## src/rtl/merged_alu_pkg.sv

```systemverilog
// Package: merged_alu_pkg
// Holds the operation codes shared by the unit and its bench.
// Assumes a 3-bit code space; code 3'b111 is left unused on purpose.
package merged_alu_pkg;

    typedef enum logic [2:0] {
        OP_ADD  = 3'b000,
        OP_SUB  = 3'b001,
        OP_AND  = 3'b010,
        OP_OR   = 3'b011,
        OP_XOR  = 3'b100,
        OP_SHL  = 3'b101,
        OP_SHR  = 3'b110,
        OP_NONE = 3'b111
    } alu_op_e;

endpackage

```

## src/rtl/alu_full_adder.sv

```systemverilog
// Module: alu_full_adder
// One-bit full adder cell used by the ripple chain.
// Assumes nothing beyond single-bit inputs; purely combinational.
module alu_full_adder (
    input  logic x_in,
    input  logic y_in,
    input  logic c_in,
    output logic s_out,
    output logic c_out
);

    // sum and majority carry of the three input bits
    always_comb begin
        s_out = x_in ^ y_in ^ c_in;
        c_out = (x_in & y_in) | (x_in & c_in) | (y_in & c_in);
    end

endmodule

```

## src/rtl/alu_addsub_chain.sv

```systemverilog
// Module: alu_addsub_chain
// Adds or subtracts two words on one ripple chain. For a subtract, each bit
// of the second operand is inverted by an XOR with do_sub, and do_sub also
// feeds the lowest carry, which supplies the +1 of two's-complement negation.
// Assumes WIDTH >= 2. The top stage produces no carry out, so results wrap.
module alu_addsub_chain #(
    parameter int WIDTH = 32
) (
    input  logic [WIDTH-1:0] x_word,
    input  logic [WIDTH-1:0] y_word,
    input  logic             do_sub,
    output logic [WIDTH-1:0] sum_word
);

    localparam int TOP = WIDTH - 1;

    logic [WIDTH-1:0] y_cond;
    logic [TOP:0]     carry;

    // conditional inversion of the second operand, one XOR per bit
    always_comb begin
        y_cond = y_word ^ {WIDTH{do_sub}};
    end

    // carry into the least significant stage is the subtract control
    always_comb begin
        carry[0] = do_sub;
    end

    genvar g;
    generate
        for (g = 0; g < WIDTH; g++) begin : g_stage
            if (g < TOP) begin : g_full
                alu_full_adder u_fa (
                    .x_in  (x_word[g]),
                    .y_in  (y_cond[g]),
                    .c_in  (carry[g]),
                    .s_out (sum_word[g]),
                    .c_out (carry[g+1])
                );
            end else begin : g_msb
                // top stage: sum bit only, carry out is not needed
                always_comb begin
                    sum_word[g] = x_word[g] ^ y_cond[g] ^ carry[g];
                end
            end
        end
    endgenerate

    // compare the ripple chain with a behavioural sum or difference
    always_comb begin : chk_chain
        if (do_sub) begin
            AST_CHAIN_DIFF: assert (sum_word == x_word - y_word)
                else $error("chain difference mismatch");
        end else begin
            AST_CHAIN_SUM: assert (sum_word == x_word + y_word)
                else $error("chain sum mismatch");
        end
    end

endmodule

```

## src/rtl/alu_shift_one.sv

```systemverilog
// Module: alu_shift_one
// Moves a word by exactly one bit position. Each output bit is taken from
// its neighbour, and the vacated end is filled with 0.
// Assumes WIDTH >= 2. TO_LEFT selects the direction at elaboration.
module alu_shift_one #(
    parameter int WIDTH   = 32,
    parameter bit TO_LEFT = 1'b1
) (
    input  logic [WIDTH-1:0] src_word,
    output logic [WIDTH-1:0] dst_word
);

    localparam int TOP = WIDTH - 1;

    genvar g;
    generate
        if (TO_LEFT) begin : g_left
            // bit i takes bit i-1; bit 0 is filled with zero
            always_comb begin
                dst_word[0] = 1'b0;
            end
            for (g = 1; g < WIDTH; g++) begin : g_bit
                always_comb begin
                    dst_word[g] = src_word[g-1];
                end
            end
        end else begin : g_right
            // bit i takes bit i+1; the top bit is filled with zero
            always_comb begin
                dst_word[TOP] = 1'b0;
            end
            for (g = 0; g < TOP; g++) begin : g_bit
                always_comb begin
                    dst_word[g] = src_word[g+1];
                end
            end
        end
    endgenerate

endmodule

```

## src/rtl/merged_alu.sv

```systemverilog
// Module: merged_alu
// Combinational ALU with seven operations selected by a 3-bit code. Add and
// subtract share alu_addsub_chain; the shifts move operand A by one bit.
// Code 3'b111 gives zero. is_zero reports an all-zero result.
// Assumes WIDTH >= 2. Carry out and overflow are not produced.
module merged_alu
    import merged_alu_pkg::*;
#(
    parameter int WIDTH = 32
) (
    input  logic [WIDTH-1:0] opd_a,
    input  logic [WIDTH-1:0] opd_b,
    input  logic [2:0]       op_sel,
    output logic [WIDTH-1:0] result,
    output logic             is_zero
);

    logic             sub_en;
    logic [WIDTH-1:0] arith_out;
    logic [WIDTH-1:0] shl_out;
    logic [WIDTH-1:0] shr_out;

    // subtract control for the shared chain
    always_comb begin
        sub_en = (op_sel == OP_SUB);
    end

    alu_addsub_chain #(.WIDTH(WIDTH)) u_chain (
        .x_word   (opd_a),
        .y_word   (opd_b),
        .do_sub   (sub_en),
        .sum_word (arith_out)
    );

    alu_shift_one #(.WIDTH(WIDTH), .TO_LEFT(1'b1)) u_shl (
        .src_word (opd_a),
        .dst_word (shl_out)
    );

    alu_shift_one #(.WIDTH(WIDTH), .TO_LEFT(1'b0)) u_shr (
        .src_word (opd_a),
        .dst_word (shr_out)
    );

    // select the result for the requested operation
    always_comb begin
        case (alu_op_e'(op_sel))
            OP_ADD, OP_SUB: result = arith_out;
            OP_AND:         result = opd_a & opd_b;
            OP_OR:          result = opd_a | opd_b;
            OP_XOR:         result = opd_a ^ opd_b;
            OP_SHL:         result = shl_out;
            OP_SHR:         result = shr_out;
            default:        result = '0;
        endcase
    end

    // zero flag for the branch-on-equal decision
    always_comb begin
        is_zero = ~|result;
    end

    // per-code checks of the output against port-level models
    always_comb begin : chk_ops
        if (op_sel == OP_ADD) begin
            AST_ADD_WORD: assert (result == opd_a + opd_b)
                else $error("add result");
        end
        if (op_sel == OP_SUB) begin
            AST_SUB_WORD: assert (result == opd_a + ~opd_b + 1'b1)
                else $error("sub result");
        end
        if (op_sel == OP_AND) begin
            AST_AND_WORD: assert ((result & ~opd_a) == '0 && (result & ~opd_b) == '0
                                  && (result | ~(opd_a & opd_b)) == '1)
                else $error("and result");
        end
        if (op_sel == OP_OR) begin
            AST_OR_WORD: assert (~result == (~opd_a & ~opd_b))
                else $error("or result");
        end
        if (op_sel == OP_XOR) begin
            AST_XOR_WORD: assert ((result ^ opd_b) == opd_a)
                else $error("xor result");
        end
        if (op_sel == OP_SHL) begin
            AST_SHL_WORD: assert (result == (opd_a << 1))
                else $error("shift left result");
        end
        if (op_sel == OP_SHR) begin
            AST_SHR_WORD: assert (result == (opd_a >> 1))
                else $error("shift right result");
        end
        if (op_sel == OP_NONE) begin
            AST_NONE_ZERO: assert ($countones(result) == 0)
                else $error("unused code result");
        end
    end

endmodule

```

## config.mk

```make
export PLATFORM = sky130hd
export DESIGN_NAME = merged_alu
export DESIGN_NICKNAME = d
export VERILOG_FILES = /design/src/rtl/merged_alu_pkg.sv /design/src/rtl/alu_full_adder.sv /design/src/rtl/alu_addsub_chain.sv /design/src/rtl/alu_shift_one.sv /design/src/rtl/merged_alu.sv
export SDC_FILE = /design/constraint.sdc
export NUM_CORES = 1
export LEC_CHECK = 0
export CAP_MARGIN = 20
export CORE_MARGIN = 3
export CORE_UTILIZATION = 61
export DETAILED_ROUTE_END_ITERATION = 10
export DONT_BUFFER_PORTS = 1
export GPL_TIMING_DRIVEN = 0
export PLACE_DENSITY = 0.77
export SYNTH_ARGS = -nofsm -noshare
export SYNTH_HDL_FRONTEND = slang
export SYNTH_SLANG_ARGS = --single-unit
```

## constraint.sdc

```tcl
create_clock -name vclk -period 27.2
set_input_delay 2.72 -clock vclk [all_inputs]
set_output_delay 2.72 -clock vclk [all_outputs]
set_load 0.02 [all_outputs]
```

==> summary by stage <==
Synth
In this run, distinct cell masters in the synthesized netlist total 53. By instance count, the leading cell after synthesis is sky130_fd_sc_hd__inv_1. The per-instance average area after synthesis is about 8 µm². After synthesis, the most frequently instantiated cells are sky130_fd_sc_hd__inv_1, sky130_fd_sc_hd__ha_1, sky130_fd_sc_hd__xnor2_1, sky130_fd_sc_hd__fa_1, sky130_fd_sc_hd__nor2_1. sky130_fd_sc_hd__ha_1 takes more of the synthesized area than any other cell. When the netlist entered floorplanning its net count stood at 627. Of the post-synthesis cell area, the part taken by muxes is roughly 9%. The cell area that synthesis handed to floorplanning was 3730 µm². By area the synthesized netlist is led by sky130_fd_sc_hd__ha_1, sky130_fd_sc_hd__fa_1, sky130_fd_sc_hd__xnor2_1. The xor and xnor fraction of the mapped netlist area is 7.74%. The synthesized instance count is 466. The area fraction in and, or, nand and nor cells after synthesis is 14.0%. The synthesized netlist devotes 20.2% of its cell area to compound gates.

The largest family of logic cells by synthesized area is adder cells. The number of warnings reported in the yosys synthesis log is 0. The area fraction of the dominant cell type after synthesis is a little over a fifth. Summing the areas of all fa, ha and maj instances in the mapped netlist gives around 38% of the synthesized area. The share of the Yosys chip area taken by registers is 0%.

Cells and area
Registers take 0 µm². Cells with a size suffix above 1 make up 6.22% of the layout. The filler cells instantiated in the layout total 493. The layout net count is 629. Compared with the post-synthesis result, the final layout area differs by 2.41%. The antenna diode count is 0. The count of clock-net buffers in the final layout is 0. The count of sequential standard cells is 0.

Setup path
The element type at the critical path end is an output pin. For the worst setup path, the data required time is 24.48 ns. The most repeated library cell on the critical path is sky130_fd_sc_hd__fa_1.

The slowest stage of the critical path is the sky130_fd_sc_hd__fa_1 cell. The worst setup path is launched from an input port. On the worst path, the slowest cell contributes a delay of 0.47 ns.

The path type of the worst setup path is input port to output pin. The critical path contains buffers and inverters numbering 5 combined. The critical path runs through a total of 43 cells. The largest delay contributor family on the critical path is adder cells. The data arrival time of the worst path is 19.21 ns. The peak fanout along the critical path is 10.

Global route
The fraction of met2 tracks used by global routing is 53.5%. The via count of the first global-routing pass is 3538. met2 is the most crowded layer. The met1 routing resource usage after global routing is 39.1%.

The global routing usage summed across all routing layers is between 30% and 40%. For met3 alone, demand over resource in global routing was 7.95%. The first-pass GRT wire length is 18000 µm. The pin count of the biggest net entering global routing is 11. The initial antenna violation count is 0. The total congestion overflow after global routing is 0.

Power and ir drop
The internal power contribution is 0.0000310 W. The proportion of power drawn by flip-flops and latches is 0%. The leakage component of the power is around 1.8 nW. The highest ir drop seen on vdd is ~12 µV. Per report_power, the combinational group accounts for between 90% and 100% of the total. Summing internal, switching and leakage power gives approximately 0.000079 W. The power density normalized to cell area is 20.8 nW/µm². The net switching share of the total power is 60.9%. Per report_power, the clock group accounts for 0% of the total. The net load switching power is approximately 0.000048 W.

Detailed routing
The detailed-router iteration count before antenna repair is 5. The total detailed-routing wirelength is 11400 µm. The count of nets left with antenna violations once routing finished came out at 0. The average wire per cell in the routed design is roughly 21 µm. The total DRC errors in the routed layout is 0. After detailed routing, the number of vias per cell comes to ~6.6. After the first detailed-routing iteration, the DRC count stood at 334. The total number of vias is around 3500.

Clock network
The post-cts hold buffer count is 0. The number of gates resized after CTS was 0. The total setup buffers inserted after CTS is 0.

Timing
The worst path uses 80.6% of the clock period. The transition time at the pin with the least slew margin is about 0.74 ns. The worst pin sits at a relative slew slack of 50.4%.

Setup repair after global routing left no endpoint under its margin. The worst path in the final design needs a cycle of 21.93 ns, including I/O delays and setup. For this run, the top clock speed supported by timing is 45.6 MHz. The number of endpoints with negative hold slack in the final report is 0.

For the final routed database, the setup TNS stands at 0 ns. Setup violations remaining at the end of the flow were counted as 0. The number of max-slew violations in the final report came to 0.

Job
Across the run, the number of max-cap violations was 0.

Floorplanning
The floorplan core area is roughly 5700 µm². The area of the die is 7100 µm². Measured along the y axis, the die boundary spans 84.2 µm. The initial core utilization is around 65%. The die is between 80 and 90 µm wide. Row generation in the floorplan step produced 27 rows. 100 I/O pins were placed.

Worst hold path
The type of the tightest min-delay check is input port to output pin. The number of cells on the worst hold path is 1.

Placed design
Routability-driven placement finished with a final weighted congestion of 0.969. The detailed-placement wirelength estimate is 9080 µm. Port buffering added 0 buffers.

Outcome
The flow ran to the end, and the final reports show no timing, DRC or antenna violations.
==> routing by layer <==
layer,share of wire (%),up-vias
met5,0,-
met4,2.3,0
met3,12,35
met2,47,225
met1,38,1674
li1,-,1605
==> cell type report <==
cell class | count | area, µm² | area share, %
multi-input cells | 363 | 3310 | 86.6
inverters | 72 | 270 | 7.07
plain buffers | 31 | 151 | 3.96
well taps | 72 | 90.1 | 2.36
==> through the flow <==
| step | cell area (µm²) | util [%] | setup WS (ns) | hold slack, ns | std cells |
|---|---|---|---|---|---|
| 2_1_floorplan | 3730 | - | 6.89 | 5.68 | 466 |
| 3_3_place_gp | 3820 | 67.0 | 5.44 | 5.71 | 538 |
| 3_5_place_dp | 3820 | 67.0 | 5.40 | 5.71 | 538 |
| 4_1_cts | 3820 | 67.0 | 5.34 | 5.71 | 538 |
| 5_1_grt | 3820 | 67.0 | 4.71 | 5.71 | 538 |
| 6_report | 3820 | 67.0 | 5.27 | 5.71 | 538 |
==> cell families after synthesis <==
group / after synthesis
and+or+nand+nor: 98
xor gates and xnor gates: 33
AOI/OAI and AO/OA: 108
buffers and inverters: 103
muxes: 30
adders and majority gates: 94
==> cell usage in the layout, fill, tap and decap left out, types with 4 or more instances in the layout <==
cell type,netlist,routed
sky130_fd_sc_hd__nor2_1,27,27
sky130_fd_sc_hd__nand3b_1,12,12
sky130_fd_sc_hd__o22ai_1,5,5
sky130_fd_sc_hd__nor4_1,4,4
sky130_fd_sc_hd__mux2i_1,21,21
sky130_fd_sc_hd__xnor2_1,33,33
sky130_fd_sc_hd__mux2_2,5,5
sky130_fd_sc_hd__clkbuf_1,8,8
sky130_fd_sc_hd__o211ai_1,6,6
sky130_fd_sc_hd__ha_1,64,64
sky130_fd_sc_hd__a21oi_1,24,24
sky130_fd_sc_hd__o21ai_0,18,18
sky130_fd_sc_hd__a221o_1,11,11
sky130_fd_sc_hd__nand2b_1,13,13
sky130_fd_sc_hd__a31oi_1,4,4
sky130_fd_sc_hd__nor2b_1,8,8
sky130_fd_sc_hd__fa_1,30,30
sky130_fd_sc_hd__o2bb2ai_1,4,4
sky130_fd_sc_hd__a211oi_1,9,9
sky130_fd_sc_hd__inv_1,71,71
sky130_fd_sc_hd__buf_2,19,19
sky130_fd_sc_hd__nand2_1,19,19
sky130_fd_sc_hd__a22oi_1,4,4
==> path summary, 6_finish.rpt <==
| check | startpoint | endpoint | slack (ns) |
|---|---|---|---|
| max | op_sel[1] | is_zero | 5.27 |
| min | opd_a[15] | result[16] | 5.71 |
==> power by group through the flow <==
stage               logic (W)  registers [W]  clock network, W
floorplan           0.0000622              0                 0
global placement    0.0000761              0                 0
detailed placement  0.0000782              0                 0
CTS                 0.0000786              0                 0
global route        0.0000877              0                 0
finish              0.0000795              0                 0
Power figures use the tool's default switching activity.
